File: src/rtl/mbus_pkg.sv
package mbus_pkg;

  typedef enum logic [2:0] {
    S_IDLE = 3'd0,
    S_T1   = 3'd1,
    S_T2   = 3'd2,
    S_T3   = 3'd3,
    S_TW   = 3'd4,
    S_T4   = 3'd5,
    S_HOLD = 3'd6
  } mbus_st_e;

  // true in any state of a running transfer
  function automatic logic st_in_xfer(mbus_st_e s);
    return (s == S_T1) || (s == S_T2) || (s == S_T3) || (s == S_TW) || (s == S_T4);
  endfunction

  // true where data strobes and transceiver enable are active
  function automatic logic st_data_phase(mbus_st_e s);
    return (s == S_T2) || (s == S_T3) || (s == S_TW) || (s == S_T4);
  endfunction

  // state after T3 or a wait state, given the flag sampled in T2
  function automatic mbus_st_e st_after_t3(logic wait_q, logic rdy, mbus_st_e s);
    if (s == S_TW) return rdy ? S_T4 : S_TW;
    return (wait_q && !rdy) ? S_TW : S_T4;
  endfunction

  // state chosen when the bus is free to start something new
  function automatic mbus_st_e st_pick(logic hold, logic req);
    if (hold) return S_HOLD;
    if (req)  return S_T1;
    return S_IDLE;
  endfunction

endpackage

File: src/rtl/mbus_fsm.sv
module mbus_fsm
  import mbus_pkg::*;
(
  input  logic     clk,
  input  logic     rst_n,
  input  logic     req_i,
  input  logic     rdy_i,
  input  logic     hold_i,
  output mbus_st_e st_o,
  output logic     latch_o,
  output logic     cap_o
);

  mbus_st_e st_q, st_d;
  logic     wait_q;

  always_comb begin
    st_d = st_q;
    unique case (st_q)
      S_IDLE:      st_d = st_pick(hold_i, req_i);
      S_T1:        st_d = S_T2;
      S_T2:        st_d = S_T3;
      S_T3, S_TW:  st_d = st_after_t3(wait_q, rdy_i, st_q);
      S_T4:        st_d = st_pick(hold_i, req_i);
      S_HOLD:      st_d = st_pick(hold_i, req_i);
      default:     st_d = S_IDLE;
    endcase
  end

  always_ff @(posedge clk or negedge rst_n) begin
    if (!rst_n) begin
      st_q   <= S_IDLE;
      wait_q <= 1'b0;
    end else begin
      st_q <= st_d;
      if (st_q == S_T2) wait_q <= !rdy_i;
    end
  end

  assign st_o    = st_q;
  assign latch_o = (st_d == S_T1);
  assign cap_o   = ((st_q == S_T3) || (st_q == S_TW)) && (st_d == S_T4);


  no_wait_chk: assert property (@(posedge clk) disable iff (!rst_n)
    (st_q == S_T2 && rdy_i) |=> (st_q == S_T3) ##1 (st_q == S_T4));


  tw_order_chk: assert property (@(posedge clk) disable iff (!rst_n)
    (st_q == S_TW) |-> ($past(st_q) == S_T3 || $past(st_q) == S_TW));


  hold_after_t4_chk: assert property (@(posedge clk) disable iff (!rst_n)
    (st_q == S_T4 && hold_i) |=> (st_q == S_HOLD));


  hold_release_chk: assert property (@(posedge clk) disable iff (!rst_n)
    (st_q == S_HOLD && !hold_i) |=> (st_q != S_HOLD));

endmodule

File: src/rtl/mbus_decode.sv
module mbus_decode
  import mbus_pkg::*;
(
  input  mbus_st_e st_i,
  input  logic     we_i,
  output logic     ale_o,
  output logic     dtr_o,
  output logic     den_n_o,
  output logic     rd_n_o,
  output logic     wr_n_o,
  output logic     oe_o,
  output logic     sel_addr_o,
  output logic     done_o,
  output logic     hlda_o
);

  logic data_ph;

  always_comb begin
    data_ph    = st_data_phase(st_i);
    ale_o      = (st_i == S_T1);
    sel_addr_o = (st_i == S_T1);
    dtr_o      = st_in_xfer(st_i) && we_i;
    den_n_o    = !data_ph;
    rd_n_o     = !(data_ph && !we_i);
    wr_n_o     = !(data_ph && we_i);
    oe_o       = (st_i == S_T1) || (data_ph && we_i);
    done_o     = (st_i == S_T4);
    hlda_o     = (st_i == S_HOLD);
  end

endmodule

File: src/rtl/mbus_datapath.sv
module mbus_datapath #(
  parameter int DW = 16
) (
  input  logic          clk,
  input  logic          rst_n,
  input  logic          latch_i,
  input  logic          cap_i,
  input  logic          sel_addr_i,
  input  logic          req_we_i,
  input  logic [DW-1:0] req_addr_i,
  input  logic [DW-1:0] req_wdata_i,
  input  logic [DW-1:0] bus_i,
  output logic          we_o,
  output logic [DW-1:0] bus_o,
  output logic [DW-1:0] rdata_o
);

  logic [DW-1:0] addr_q, wdata_q, rdata_q;
  logic          we_q;
  logic          cap_rd;

  assign cap_rd = cap_i && !we_q;

  always_ff @(posedge clk or negedge rst_n) begin
    if (!rst_n) begin
      addr_q  <= '0;
      wdata_q <= '0;
      we_q    <= 1'b0;
      rdata_q <= '0;
    end else begin
      if (latch_i) begin
        addr_q  <= req_addr_i;
        wdata_q <= req_wdata_i;
        we_q    <= req_we_i;
      end
      if (cap_rd) rdata_q <= bus_i;
    end
  end

  assign we_o    = we_q;
  assign bus_o   = sel_addr_i ? addr_q : (we_q ? wdata_q : '0);
  assign rdata_o = rdata_q;


  rdata_hold_chk: assert property (@(posedge clk) disable iff (!rst_n)
    !cap_rd |=> $stable(rdata_q));

endmodule

File: src/rtl/mbus_seq.sv
module mbus_seq
  import mbus_pkg::*;
#(
  parameter int DW = 16
) (
  input  logic          clk,
  input  logic          rst_n,
  input  logic          req_i,
  input  logic          req_we_i,
  input  logic [DW-1:0] req_addr_i,
  input  logic [DW-1:0] req_wdata_i,
  input  logic          rdy_i,
  input  logic          hold_i,
  input  logic [DW-1:0] bus_i,
  output logic [DW-1:0] bus_o,
  output logic          bus_oe_o,
  output logic          ale_o,
  output logic          dtr_o,
  output logic          den_n_o,
  output logic          rd_n_o,
  output logic          wr_n_o,
  output logic          hlda_o,
  output logic [DW-1:0] rdata_o,
  output logic          done_o
);

  mbus_st_e st;
  logic     latch_evt, cap_evt, sel_addr, cyc_we;

  mbus_fsm u_fsm (
    .clk     (clk),
    .rst_n   (rst_n),
    .req_i   (req_i),
    .rdy_i   (rdy_i),
    .hold_i  (hold_i),
    .st_o    (st),
    .latch_o (latch_evt),
    .cap_o   (cap_evt)
  );

  mbus_decode u_dec (
    .st_i       (st),
    .we_i       (cyc_we),
    .ale_o      (ale_o),
    .dtr_o      (dtr_o),
    .den_n_o    (den_n_o),
    .rd_n_o     (rd_n_o),
    .wr_n_o     (wr_n_o),
    .oe_o       (bus_oe_o),
    .sel_addr_o (sel_addr),
    .done_o     (done_o),
    .hlda_o     (hlda_o)
  );

  mbus_datapath #(.DW(DW)) u_dp (
    .clk         (clk),
    .rst_n       (rst_n),
    .latch_i     (latch_evt),
    .cap_i       (cap_evt),
    .sel_addr_i  (sel_addr),
    .req_we_i    (req_we_i),
    .req_addr_i  (req_addr_i),
    .req_wdata_i (req_wdata_i),
    .bus_i       (bus_i),
    .we_o        (cyc_we),
    .bus_o       (bus_o),
    .rdata_o     (rdata_o)
  );


  ale_single_chk: assert property (@(posedge clk) disable iff (!rst_n)
    ale_o |=> !ale_o);


  strobe_excl_chk: assert property (@(posedge clk) disable iff (!rst_n)
    !(!rd_n_o && !wr_n_o));


  done_pulse_chk: assert property (@(posedge clk) disable iff (!rst_n)
    done_o |=> !done_o);


  hlda_quiet_chk: assert property (@(posedge clk) disable iff (!rst_n)
    hlda_o |-> (!bus_oe_o && rd_n_o && wr_n_o && den_n_o && !ale_o));


  hold_no_t1_chk: assert property (@(posedge clk) disable iff (!rst_n)
    (st == S_IDLE && hold_i) |=> (hlda_o && !ale_o));

endmodule

File: config.mk
export PLATFORM = sky130hd
export DESIGN_NAME = mbus_seq
export DESIGN_NICKNAME = d
export VERILOG_FILES = /design/src/rtl/mbus_pkg.sv /design/src/rtl/mbus_fsm.sv /design/src/rtl/mbus_decode.sv /design/src/rtl/mbus_datapath.sv /design/src/rtl/mbus_seq.sv
export SDC_FILE = /design/constraint.sdc
export NUM_CORES = 1
export LEC_CHECK = 0
export ABC_AREA = 0
export BUFFER_PORTS_ARGS = -buffer_cell sky130_fd_sc_hd__buf_2
export CAP_MARGIN = 20
export CORE_MARGIN = 10
export CORE_UTILIZATION = 45
export CTS_BUF_LIST = sky130_fd_sc_hd__clkbuf_8
export DETAILED_ROUTE_END_ITERATION = 7
export PLACE_DENSITY = 0.8
export SYNTH_ARGS = -nofsm -noshare
export SYNTH_HDL_FRONTEND = slang
export SYNTH_HIERARCHICAL = 1
export SYNTH_SLANG_ARGS = --single-unit
File: constraint.sdc
create_clock -name clk -period 1.9 [get_ports clk]
set_clock_uncertainty 0.05 [all_clocks]
set_input_delay 0.19 -clock clk [delete_from_list [all_inputs] [get_ports clk]]
set_output_delay 0.19 -clock clk [all_outputs]
set_load 0.1 [all_outputs]
==> metrics.md <==
| Metric | Value |
|---|---|
| Outcome | `complete, but fails checks` |
| Failing checks | `setup timing` |
| Maximum clock path buffer count | `2` |
| Worst-Skew Late Latency | `0.29 ns` |
| Core Area | `0.00517 mm²` |
| FP Rows | `26` |
| Worst Path Required | `1.66 ns` |
| Post-synthesis compound-gate area fraction | `0.0898` |
| Clk sinks | `53` |
| Slack of the critical path | `-0.0836 ns` |
| Number of synthesized register bits | `53` |
| Top FF cell, synth | `dfrtp_1` |
| Sequential share of the synthesized area | `0.547` |
| Vias in the first global route | `2084` |
| Maxcap violations | `0` |
| Final setup violation count | `47` |
| DRT antenna net count | `0` |
| First-pass GRT wire length | `10600 µm` |
| Diode count | `0` |
| Share of the synthesized area in the top cell type | `0.547` |
| H-tree levels | `2` |
| I/O Buffers | `93` |
| Tcrit/Tclk final | `1.04` |
| Clock edge transition at the registers on the reported setup and hold paths | `0.09 ns` |
| Critical-path top delay cell | `dfrtp_2` |
| CP endpoint kind | `primary output` |
| Chip Width | `93.4 µm` |
| Post-layout net count | `349` |
| Layout cells sized above 1 | `0.725` |
| Synth top area cells | `dfrtp_1 55%, mux2_2 18%, mux2_4 6.2%` |
| Bufs and invs on worst path | `3` |
| Syn Inst Count | `174` |
| Vias | `1852` |
| Cell taking the most area after synthesis | `dfrtp_1` |
| Drt drc | `0` |
| Layout area overhead | `64.2%` |
| Slew Viols, Final | `0` |
| Initial core utilization | `0.469` |
| Actual slew at the worst max-slew pin | `0.632 ns` |
| Clock period minus worst slack | `1.98 ns` |
| Multiplexer share of the synthesized area | `0.247` |
| Crit path kind | `flop to primary output` |
| Yosys cell types | `32` |
| Asr flop ratio synth | `1.00` |
| 1st-iter DRT viols | `66` |
| Most common cell after layout, fill and taps aside | `buf_2` |
| HP Class | `primary input to flop` |
| Mapped Nets | `228` |
| TritonCTS clock tree | `built` |
| Critical path cell sequence | `nor3b_4 -> nor2b_4 -> buf_6 -> buf_4 -> a22o_4 -> buf_12` |
| Max Clk Rate | `0.504 GHz` |
| Ys Warns | `6` |
| Post-DP HPWL | `4280 µm` |
| Antenna violations before repair | `0` |
| Startpoint Class | `flop` |
| Synth Area in Simple Gates | `0.0578` |
| Num CTS Buffers | `5` |
| Total grt overflow | `0` |
| Fin. Hold Viols | `0` |
| CP arrival | `1.74 ns` |
| Post-synth EDFFs | `0` |
| CP max stage delay | `0.45 ns` |
| Total Routing Usage GR | `0.151` |
| Die height | `93.4 µm` |
| Largest family of logic cells by synthesized area | `multiplexers` |
| Clock root buffer | `clkbuf_8` |
| Delay-heaviest family, CP | `buffers and inverters` |
| Largest net degree at the start of global routing | `28` |
| Drt wl/cell | `18.9 µm` |
| Cell Area, Synth | `0.00242 mm²` |
| Post-Synth XOR/XNOR Area | `0.00671` |
| Adder-Cell Fraction of Synth Area | `0.00465` |
| Die area | `0.00872 mm²` |
| CP max FO | `6` |
| I/O pin count | `94` |
| Post-route setup TNS | `-1.34 ns` |
| First drt pass iteration count | `4` |
| Synthesized area per cell | `13.9 µm²` |
| Slew headroom | `0.579` |
| Most frequent cells in the layout | `69 x buf_2, 51 x dfrtp_1, 30 x mux2_4` |
| Gpl congestion | `0.758` |
| RSZ-0062 raised after global routing | `true` |
| Vias/cell | `5.07` |
| Routed Wire Length | `6900 µm` |
[Yosys cell counts, types with 2 or more instances]
cell / count
buf_4: 2
a211oi_1: 3
dfrtp_1: 53
nand2b_1: 2
o21ai_1: 2
buf_6: 4
o21ai_0: 2
inv_1: 5
and3b_2: 2
a22o_1: 14
mux2_2: 39
a21oi_1: 2
buf_2: 6
mux2_4: 10
nor2b_1: 4
nand2_1: 8
[metal layers]
metal	global-route usage	vias to the layer above	part of all wire
met5	0	-	0
met1	0.176	921	0.42
li1	-	866	-
met3	0.0584	2	0.073
met4	0.0270	0	0.0036
met2	0.259	63	0.50
[repair_timing]
| action | CTS | global route |
|---|---|---|
| pin swaps | 1 | 3 |
| gates cloned | 2 | 2 |
| hold buffers | 1 | 0 |
| gates resized for setup | 67 | 22 |
| setup endpoints to repair | 50 | 71 |
| buffers inserted | 14 | 3 |
| hold endpoints to repair | 26 | 0 |
[final timing paths]
| path | start | end | slack, ns | cells past startpoint |
|---|---|---|---|---|
| max in group asynchronous | rst_n | u_fsm/st_o[1]$_DFF_PN0_ | 0.83 | 3 |
| worst min-delay path | rdy_i | u_fsm/wait_q$_DFFE_PN0N_ | 0.06 | 2 |
| min in group asynchronous | rst_n | u_dp/addr_q[2]$_DFFE_PN0P_ | 0.39 | 2 |
| worst max-delay path | u_fsm/st_o[1]$_DFF_PN0_ | bus_o[11] | -0.08 | 6 |
| worst min register to register | u_dp/rdata_o[12]$_DFFE_PN0P_ | u_dp/rdata_o[12]$_DFFE_PN0P_ | 0.46 | 1 |
| worst max register to register | u_fsm/st_o[2]$_DFF_PN0_ | u_dp/addr_q[5]$_DFFE_PN0P_ | -0.04 | 7 |
[area by class of cell]
class	count	area [µm²]
flip-flops and latches	53	1330
multi-input cells	103	1260
repair buffers	127	1200
fillers	307	1190
well taps	70	87.6
clock buffers	6	82.6
inverters	5	18.8
clock inverters	1	3.75
[kinds of logic (layout without fill, tap and decap cells)]
logic type / Yosys count / in the layout
xor+xnor: 1 / 1
fa+ha+maj: 1 / 1
buf+inv: 18 / 139
flops: 53 / 53
simple gates: 23 / 23
compound gates: 28 / 28
mux: 50 / 50
[sequential cells by signal, indices dropped and copies added, names as in the netlist]
name and flops:
u_dp/we_o 1, u_dp/rdata_o 16, u_dp/addr_q 16, u_fsm/st_o 3, u_dp/wdata_q 16, u_fsm/wait_q 1
[metrics by stage]
step	utilization	area, µm²	std cells	hold slack, ns	worst slack, ns
floorplan	-	2590	174	-0.156	-0.696
global placement	0.635	3280	336	0.191	-0.0128
detailed placement	0.635	3280	336	0.197	-0.0387
CTS	0.738	3810	360	0.0518	-0.0722
global route	0.769	3980	365	0.0533	-0.139
finish	0.769	3980	365	0.0590	-0.0836
Power is left out: the tool's default activity adds up to more than one toggle a clock period on the data nets, which glitch-free logic cannot reach.
